### src/rtl/spw_pkg.sv
// Shared opcodes and state encodings for the paged SPI EEPROM writer.
// Assumes a device using the common single-byte SPI command set.
package spw_pkg;
    localparam logic [7:0] OP_STATUS = 8'h05;
    localparam logic [7:0] OP_WR_EN  = 8'h06;
    localparam logic [7:0] OP_WRITE  = 8'h02;
    localparam logic [7:0] OP_HI_ADR = 8'h08;

    typedef enum logic [3:0] {
        S_IDLE, S_ST_SETUP, S_ST_OP, S_ST_RD, S_ST_GAP,
        S_WE_SETUP, S_WE_OP, S_WE_GAP,
        S_WR_SETUP, S_WR_OP, S_WR_ADDR, S_WR_DATA, S_WR_GAP, S_FINISH
    } seq_state_t;

    typedef enum logic [1:0] {E_IDLE, E_LO, E_HI, E_TAIL} eng_state_t;
endpackage

### src/rtl/spw_range_chk.sv
// Decides whether a requested run fits inside the device.
// Assumes offset and count are unsigned word quantities.
module spw_range_chk #(
    parameter int WORD_SIZE = 256,
    parameter int OFF_W     = 9
) (
    input  logic [OFF_W-1:0] off_i,
    input  logic [OFF_W-1:0] cnt_i,
    output logic             bad_o
);
    localparam int CW = OFF_W + 2;
    logic [CW-1:0] off_x, cnt_x, lim_x;

    // Widen operands and apply the three rejection rules.
    always_comb begin
        off_x = CW'(off_i);
        cnt_x = CW'(cnt_i);
        lim_x = CW'(WORD_SIZE);
        bad_o = (off_x >= lim_x) || (cnt_x == '0) || (cnt_x > (lim_x - off_x));
    end
endmodule

### src/rtl/spw_bit_engine.sv
// Shifts up to 16 bits out MSB first, or clocks bits in, with a
// programmable half period. Each bit: data set while the clock is low,
// clock high, device output sampled at the end of the high phase. A
// closing low phase with data low follows the last bit; done pulses after it.
// Assumes the caller does not pulse go_i while a transfer is running.
module spw_bit_engine
    import spw_pkg::*;
#(
    parameter int HALF_W = 4
) (
    input  logic              clk,
    input  logic              rst_n,
    input  logic              go_i,
    input  logic [4:0]        nbits_i,
    input  logic [15:0]       data_i,
    input  logic              rx_i,
    input  logic [HALF_W-1:0] half_i,
    input  logic              miso_i,
    output logic              sck_o,
    output logic              mosi_o,
    output logic              done_o,
    output logic              rx_last_o
);
    eng_state_t        st;
    logic [HALF_W-1:0] tmr, hm1;
    logic [4:0]        left;
    logic [15:0]       shreg, aligned;
    logic              rxmode, mosi_q, sck_q, done_q, last_q;

    // Phase length minus one; a zero half period behaves as one.
    always_comb begin
        hm1     = (half_i == '0) ? '0 : half_i - 1'b1;
        aligned = data_i << (5'd16 - nbits_i);
    end

    // Bit sequencing state machine.
    always_ff @(posedge clk) begin
        if (!rst_n) begin
            st <= E_IDLE; tmr <= '0; left <= '0; shreg <= '0;
            rxmode <= 1'b0; mosi_q <= 1'b0; sck_q <= 1'b0;
            done_q <= 1'b0; last_q <= 1'b0;
        end else begin
            done_q <= 1'b0;
            case (st)
                E_IDLE: if (go_i) begin
                    shreg  <= aligned;
                    left   <= nbits_i;
                    rxmode <= rx_i;
                    mosi_q <= rx_i ? 1'b0 : aligned[15];
                    tmr    <= hm1;
                    st     <= E_LO;
                end
                E_LO: if (tmr == '0) begin
                    sck_q <= 1'b1; tmr <= hm1; st <= E_HI;
                end else tmr <= tmr - 1'b1;
                E_HI: if (tmr == '0) begin
                    sck_q  <= 1'b0;
                    last_q <= miso_i;
                    shreg  <= shreg << 1;
                    left   <= left - 1'b1;
                    tmr    <= hm1;
                    if (left == 5'd1) begin
                        mosi_q <= 1'b0; st <= E_TAIL;
                    end else begin
                        mosi_q <= rxmode ? 1'b0 : shreg[14]; st <= E_LO;
                    end
                end else tmr <= tmr - 1'b1;
                default: if (tmr == '0) begin
                    done_q <= 1'b1; st <= E_IDLE;
                end else tmr <= tmr - 1'b1;
            endcase
        end
    end

    assign sck_o     = sck_q;
    assign mosi_o    = mosi_q;
    assign done_o    = done_q;
    assign rx_last_o = last_q;

    // data must not move while the clock is held high.
    a_r9_data_hold_high: assert property (@(posedge clk) disable iff (!rst_n)
        (sck_q && $past(sck_q)) |-> $stable(mosi_q));
    // after the last bit the data line returns low with the clock.
    a_r9_tail_quiet: assert property (@(posedge clk) disable iff (!rst_n)
        done_q |-> (!mosi_q && !sck_q));
endmodule

### src/rtl/spw_page_writer.sv
// Writes a run of 16-bit words to an SPI EEPROM, page by page: status
// poll, write enable, then write frame with byte address and byte-swapped
// words until a page boundary. Chip select is low only inside frames and
// is framed by one half period on each side.
// Assumes PAGE_BYTES is a power of two and ADDR_BITS <= 16.
module spw_page_writer
    import spw_pkg::*;
#(
    parameter int WORD_SIZE  = 256,
    parameter int ADDR_BITS  = 8,
    parameter int PAGE_BYTES = 16,
    parameter int STAT_TRIES = 4,
    parameter int HALF_W     = 4,
    parameter int OFF_W      = $clog2(WORD_SIZE) + 1
) (
    input  logic              clk,
    input  logic              rst_n,
    input  logic              start_i,
    input  logic [OFF_W-1:0]  offset_i,
    input  logic [OFF_W-1:0]  count_i,
    input  logic [HALF_W-1:0] half_i,
    output logic [OFF_W-1:0]  word_idx_o,
    input  logic [15:0]       word_i,
    output logic              busy_o,
    output logic              done_o,
    output logic              err_o,
    output logic              spi_cs_n_o,
    output logic              spi_sck_o,
    output logic              spi_mosi_o,
    input  logic              spi_miso_i
);
    localparam int PB_LG = $clog2(PAGE_BYTES);
    localparam int TRY_W = $clog2(STAT_TRIES + 1);

    seq_state_t        st;
    logic [OFF_W-1:0]  woff, rem, idx;
    logic [HALF_W-1:0] tmr, hm1;
    logic [TRY_W-1:0]  tries;
    logic              stat_ok, fail_q, go_q, done_q, err_q, range_bad;
    logic              eng_done, eng_last, eng_rx;
    logic [4:0]        eng_nbits;
    logic [15:0]       eng_data;
    logic [7:0]        wr_op;
    logic [OFF_W:0]    next_ba;
    logic              page_end;

    spw_range_chk #(.WORD_SIZE(WORD_SIZE), .OFF_W(OFF_W)) range_i (
        .off_i(offset_i), .cnt_i(count_i), .bad_o(range_bad));

    spw_bit_engine #(.HALF_W(HALF_W)) eng_i (
        .clk(clk), .rst_n(rst_n), .go_i(go_q), .nbits_i(eng_nbits),
        .data_i(eng_data), .rx_i(eng_rx), .half_i(half_i),
        .miso_i(spi_miso_i), .sck_o(spi_sck_o), .mosi_o(spi_mosi_o),
        .done_o(eng_done), .rx_last_o(eng_last));

    // Opcode with high address flag, page boundary test and phase length.
    always_comb begin
        hm1      = (half_i == '0) ? '0 : half_i - 1'b1;
        wr_op    = OP_WRITE;
        if ((ADDR_BITS == 8) && (32'(woff) >= 32'd128)) wr_op = OP_WRITE | OP_HI_ADR;
        next_ba  = {woff + 1'b1, 1'b0};
        page_end = (next_ba[PB_LG-1:0] == '0);
    end

    // Select what the engine shifts in the current state.
    always_comb begin
        eng_nbits = 5'd8;
        eng_rx    = 1'b0;
        eng_data  = 16'h0000;
        case (st)
            S_ST_OP:   eng_data = {8'h00, OP_STATUS};
            S_ST_RD:   eng_rx   = 1'b1;
            S_WE_OP:   eng_data = {8'h00, OP_WR_EN};
            S_WR_OP:   eng_data = {8'h00, wr_op};
            S_WR_ADDR: begin
                eng_nbits = 5'(ADDR_BITS);
                eng_data  = 16'({woff, 1'b0});
            end
            S_WR_DATA: begin
                eng_nbits = 5'd16;
                eng_data  = {word_i[7:0], word_i[15:8]};
            end
            default: ;
        endcase
    end

    // Page sequencing: poll, enable, write, split, finish.
    always_ff @(posedge clk) begin
        if (!rst_n) begin
            st <= S_IDLE; woff <= '0; rem <= '0; idx <= '0; tmr <= '0;
            tries <= '0; stat_ok <= 1'b0; fail_q <= 1'b0; go_q <= 1'b0;
            done_q <= 1'b0; err_q <= 1'b0;
        end else begin
            go_q   <= 1'b0;
            done_q <= 1'b0;
            case (st)
                S_IDLE: if (start_i) begin
                    err_q <= 1'b0; fail_q <= range_bad;
                    woff <= offset_i; rem <= count_i; idx <= '0; tries <= '0;
                    tmr <= hm1;
                    st <= range_bad ? S_FINISH : S_ST_SETUP;
                end
                S_ST_SETUP, S_WE_SETUP, S_WR_SETUP: if (tmr == '0) begin
                    go_q <= 1'b1;
                    st <= (st == S_ST_SETUP) ? S_ST_OP :
                          (st == S_WE_SETUP) ? S_WE_OP : S_WR_OP;
                end else tmr <= tmr - 1'b1;
                S_ST_OP:   if (eng_done) begin go_q <= 1'b1; st <= S_ST_RD; end
                S_ST_RD:   if (eng_done) begin
                    tries <= tries + 1'b1; stat_ok <= !eng_last;
                    tmr <= hm1; st <= S_ST_GAP;
                end
                S_ST_GAP:  if (tmr == '0) begin
                    tmr <= hm1;
                    if (stat_ok) st <= S_WE_SETUP;
                    else if (tries == TRY_W'(STAT_TRIES)) begin
                        fail_q <= 1'b1; st <= S_FINISH;
                    end else st <= S_ST_SETUP;
                end else tmr <= tmr - 1'b1;
                S_WE_OP:   if (eng_done) begin tmr <= hm1; st <= S_WE_GAP; end
                S_WE_GAP:  if (tmr == '0) begin tmr <= hm1; st <= S_WR_SETUP; end
                           else tmr <= tmr - 1'b1;
                S_WR_OP:   if (eng_done) begin go_q <= 1'b1; st <= S_WR_ADDR; end
                S_WR_ADDR: if (eng_done) begin go_q <= 1'b1; st <= S_WR_DATA; end
                S_WR_DATA: if (eng_done) begin
                    idx <= idx + 1'b1; woff <= woff + 1'b1; rem <= rem - 1'b1;
                    if ((rem == OFF_W'(1)) || page_end) begin
                        tmr <= hm1; st <= S_WR_GAP;
                    end else go_q <= 1'b1;
                end
                S_WR_GAP:  if (tmr == '0) begin
                    tmr <= hm1; tries <= '0;
                    st <= (rem == '0) ? S_FINISH : S_ST_SETUP;
                end else tmr <= tmr - 1'b1;
                default: begin
                    done_q <= 1'b1; err_q <= fail_q; st <= S_IDLE;
                end
            endcase
        end
    end

    assign spi_cs_n_o = !((st == S_ST_SETUP) || (st == S_ST_OP) || (st == S_ST_RD) ||
                          (st == S_WE_SETUP) || (st == S_WE_OP) ||
                          (st == S_WR_SETUP) || (st == S_WR_OP) ||
                          (st == S_WR_ADDR)  || (st == S_WR_DATA));
    assign busy_o     = (st != S_IDLE);
    assign done_o     = done_q;
    assign err_o      = err_q;
    assign word_idx_o = idx;

    // lines are quiet whenever the device is deselected.
    a_r9_idle_lines: assert property (@(posedge clk) disable iff (!rst_n)
        spi_cs_n_o |-> (!spi_sck_o && !spi_mosi_o));
    // the clock only runs inside a select frame.
    a_r10_sck_in_frame: assert property (@(posedge clk) disable iff (!rst_n)
        spi_sck_o |-> !spi_cs_n_o);
    // a rejected request finishes without selecting the device.
    a_r1_reject_silent: assert property (@(posedge clk) disable iff (!rst_n)
        (!busy_o && start_i && range_bad) |=> spi_cs_n_o ##1 (done_o && err_o));
    // the done pulse lasts one cycle.
    a_r11_done_pulse: assert property (@(posedge clk) disable iff (!rst_n)
        done_o |=> !done_o);
    // the error flag holds while idle with no new start.
    a_r11_err_hold: assert property (@(posedge clk) disable iff (!rst_n)
        (!busy_o && !start_i) |=> $stable(err_o));
endmodule

### config.mk
export PLATFORM = sky130hd
export DESIGN_NAME = spw_page_writer
export DESIGN_NICKNAME = d
export VERILOG_FILES = /design/src/rtl/spw_pkg.sv /design/src/rtl/spw_range_chk.sv /design/src/rtl/spw_bit_engine.sv /design/src/rtl/spw_page_writer.sv
export SDC_FILE = /design/constraint.sdc
export NUM_CORES = 1
export LEC_CHECK = 0
export ABC_CLOCK_PERIOD_IN_PS = 8900
export CAP_MARGIN = 15
export CORE_MARGIN = 2
export CORE_UTILIZATION = 39
export DETAILED_ROUTE_END_ITERATION = 8
export DONT_BUFFER_PORTS = 1
export GPL_ROUTABILITY_DRIVEN = 0
export PLACE_DENSITY = 0.65
export SETUP_SLACK_MARGIN = 0.02
export SKIP_CTS_REPAIR_TIMING = 1
export SLEW_MARGIN = 20
export SYNTH_ARGS = -nofsm -noshare
export SYNTH_HDL_FRONTEND = slang
export SYNTH_SLANG_ARGS = --single-unit
### constraint.sdc
create_clock -name clk -period 8.9 [get_ports clk]
set_clock_uncertainty 0.1 [all_clocks]
set_input_delay 1.335 -clock clk [delete_from_list [all_inputs] [get_ports clk]]
set_output_delay 1.335 -clock clk [all_outputs]
set_load 0.02 [all_outputs]
==> qor.csv <==
stage,metric,value,unit
setup_path,FF-to-FF path depth,6,
global_route,most used routing layer,met2,
timing,slew margin rel.,33.9,%
global_route,met3 usage,3.35,%
global_route,final global-route overflow total,0,
finish,fraction of layout cells with a size suffix above 1,6.86,%
global_route,largest net degree at the start of global routing,43,
detailed_routing,Remaining DRCs,0,
finish,# fillers,1176,
yosys,Netlist cell types,72,
run,maxcap violations,0,
min_path,HP Start,eng_i.shreg[0]$_SDFFE_PN0P_,
finish,nets@finish,691,
power_and_ir_drop,Cell Pwr Density,303,nW/um^2
setup_path,Worst Setup End Kind,flip-flop,
yosys,largest cells by area after synthesis,"dfxtp_1, ha_1, nor2_1, o21ai_0, nand2_1",
yosys,mapped cell area,4850,um^2
place,dpl hpwl,8.94,mm
yosys,Post-synth top cells,"nor2_1, dfxtp_1, nand2_1",
detailed_routing,WL final,12.7,mm
setup_path,RR Endpoint,st[1]$_SDFFE_PN0P_,
setup_path,crit path max fanout,4,
setup_path,Crit. Startpoint,offset_i[4],
detailed_routing,vias per cell,5.76,
finish,design area,5320,um^2
floorplanning,Die ar.,13400,um^2
min_path,hold endpoint,eng_i.shreg[0]$_SDFFE_PN0P_,
floorplanning,Die Wd,116,um
detailed_routing,initial DRC count,315,
power_and_ir_drop,Peak supply drop,138,uV
yosys,asr flop ratio synth,0,%
yosys,Avg Synthesized Cell Area,7.55,um^2
place,I/O Buffers,0,
clocking,TritonCTS clock tree,done,
place,dpl cells,779,
power_and_ir_drop,sw frac,39.7,%
setup_path,flop2flop setup slack,5420,ps
timing,final worst slack,5310,ps
detailed_routing,wire per inst,15.9,um
global_route,vias in the first global route,4299,
timing,fin crit period,3590,ps
timing,Setup-failing EPs final,0,
yosys,post-synth top area cell,dfxtp_1,
place,dpl cell area,4950,um^2
timing,fmax,0.279,GHz
global_route,initial antenna violation count,0,
detailed_routing,DR vias,4578,
yosys,share of the synthesized area in the top cell type,30.5,%
finish,antenna cells,0,
place,Place WS,4990,ps
power_and_ir_drop,clock share of power,28.0,%
yosys,Post-synth EDFFs,0,
yosys,Ys Warns,0,
clocking,Num CTS Buffers,9,
power_and_ir_drop,sequential share of power,31.2,%
floorplanning,Die H,116,um
global_route,grt met2 use,31.5,%
yosys,synthesized netlist cell count,643,
clocking,maximum clock path buffer count,2,
setup_path,kind of critical path,in2reg,
detailed_routing,first-pass detailed-route iteration total,5,
min_path,Hold Path Stages,2,
timing,Fin Setup TNS,0,ps
status,outcome,"finished, final reports clean",
setup_path,Required @ worst endpoint,9080,ps
yosys,top_reg_cell synth,dfxtp_1,
power_and_ir_drop,Internal,973,uW
clocking,clock-pin slew on the worst setup and hold paths,60,ps
setup_path,r2r startpoint,st[1]$_SDFFE_PN0P_,
yosys,syn_nets,712,
clocking,CTS sink cnt,74,
global_route,global routing usage on met1,26.5,%
yosys,most instantiated library cell after synthesis,nor2_1,
clocking,Worst-Skew Late Latency,350,ps
finish,Area Growth Syn to Fin,9.51,%
power_and_ir_drop,Combinational Power Share,40.8,%
floorplanning,IO Pins,57,
timing,Final period util,40.3,%
clocking,Root Driver,clkbuf_16,
yosys,post-synthesis register bit count,74,
timing,Final Hold Fails,0,
setup_path,critical path arrival,3770,ps
power_and_ir_drop,Static Leak,0.00194,uW
floorplanning,Core Region,12100,um^2
clocking,H-tree depth,3,
yosys,sequential-to-total area share from yosys stat,30.5,%
timing,RSZ-0062 raised after global routing,no,
timing,"Slew Viols, Final",0,
detailed_routing,ANT nets after route,0,
finish,Layout Cells excl Fill,795,
min_path,HP Class,reg2reg,
floorplanning,Starting Density,40.2,%
setup_path,Critical Path Source Type,input pin,
timing,Slew @ Worst Pin,989,ps
power_and_ir_drop,switching power,639,uW
global_route,first-pass GRT wire length,21.2,mm
global_route,overall routing resource usage,19.7,%
floorplanning,row cnt,40,
## cells by family (layout without fill, tap and decap cells)
group                      after synthesis  after routing  share of synthesized area, %
and+or+nand+nor                        264            264                          26.6
AOI/OAI and AO/OA                      190            190                          25.8
DFF                                     74             74                          30.5
buffers and inverters                   64             48                          5.54
adders and majority gates               27             27                          6.96
xor gates and xnor gates                15             15                          2.71
muxes                                    9              9                          1.86
## power by group through the flow
stage	clock network [uW]	logic (uW)	registers, uW
2_1_floorplan	0	548	472
3_3_place_gp	0	632	504
3_5_place_dp	0	649	507
4_1_cts	458	652	501
5_1_grt	471	745	515
6_report	452	657	503
## metrics by stage
step	utilization (%)	total power (uW)	hold WS (ps)
6_report	44.1	1610	365
5_1_grt	44.1	1730	403
4_1_cts	44.1	1610	371
3_5_place_dp	41.0	1160	364
3_3_place_gp	41.0	1140	343
2_1_floorplan	-	1020	332
## placed cells by master (no fill, tap or decap), types with 5 or more instances in the layout
master and n:
nor2_1 77, dfxtp_1 74, nand2_1 66, o21ai_0 55
a21oi_1 46, ha_1 27, inv_1 24, nand3_1 21
nor3_1 19, nor2b_1 14, nand2b_1 11, xor2_1 10
mux2i_1 9, a211oi_1 9, clkbuf_16 9, o211ai_1 8
a22oi_1 8, nor4_1 7, and2_1 7, nor3b_1 7
buf_4 7, or3_1 6, and3_1 6, a31oi_1 6
o22ai_1 6, or2_2 5, xnor2_1 5
## registers in the layout, indices dropped and copies added (netlist names), 2 cells and up
register,count
eng_i.left,5
eng_i.shreg,15
eng_i.st,2
eng_i.tmr,4
rem,9
st,4
tmr,4
tries,3
woff,9
word_idx_o,9
## how the worst max path moves through the flow
stage	endpoint	depth (start not counted)
2_1_floorplan	st[2]$_SDFFE_PN0P_	12
3_3_place_gp	st[2]$_SDFFE_PN0P_	12
3_5_place_dp	st[2]$_SDFFE_PN0P_	12
4_1_cts	st[2]$_SDFFE_PN0P_	12
5_1_grt	st[2]$_SDFFE_PN0P_	12
6_report	st[2]$_SDFFE_PN0P_	12
## critical path, stage by stage
cell,delay [ps]
or4_4,540
nor4_1,300
ha_1,310
inv_1,60
ha_1,250
nand4_1,100
nor2_1,50
a41o_1,230
a31o_1,220
a21oi_2,170
nor3_1,80
o21ai_1,130
## area by class of cell
| class | count | area, um^2 | area share (%) |
|---|---|---|---|
| Clock inverter | 5 | 125 | 2.35 |
| Timing Repair Buffer | 7 | 52.6 | 0.988 |
| Tap cell | 168 | 210 | 3.95 |
| Inverter | 25 | 93.8 | 1.77 |
| Sequential cell | 74 | 1480 | 27.9 |
| Multi-Input combinational cell | 505 | 3110 | 58.5 |
| Clock buffer | 11 | 243 | 4.57 |
## metal layers
layer / vias up / wire (um)
li1: 2283 / -
met1: 2162 / 6140
met2: 117 / 5650
met3: 16 / 608
met4: 0 / 275
met5: - / 0
No activity file was read; power rests on OpenSTA's default activity.
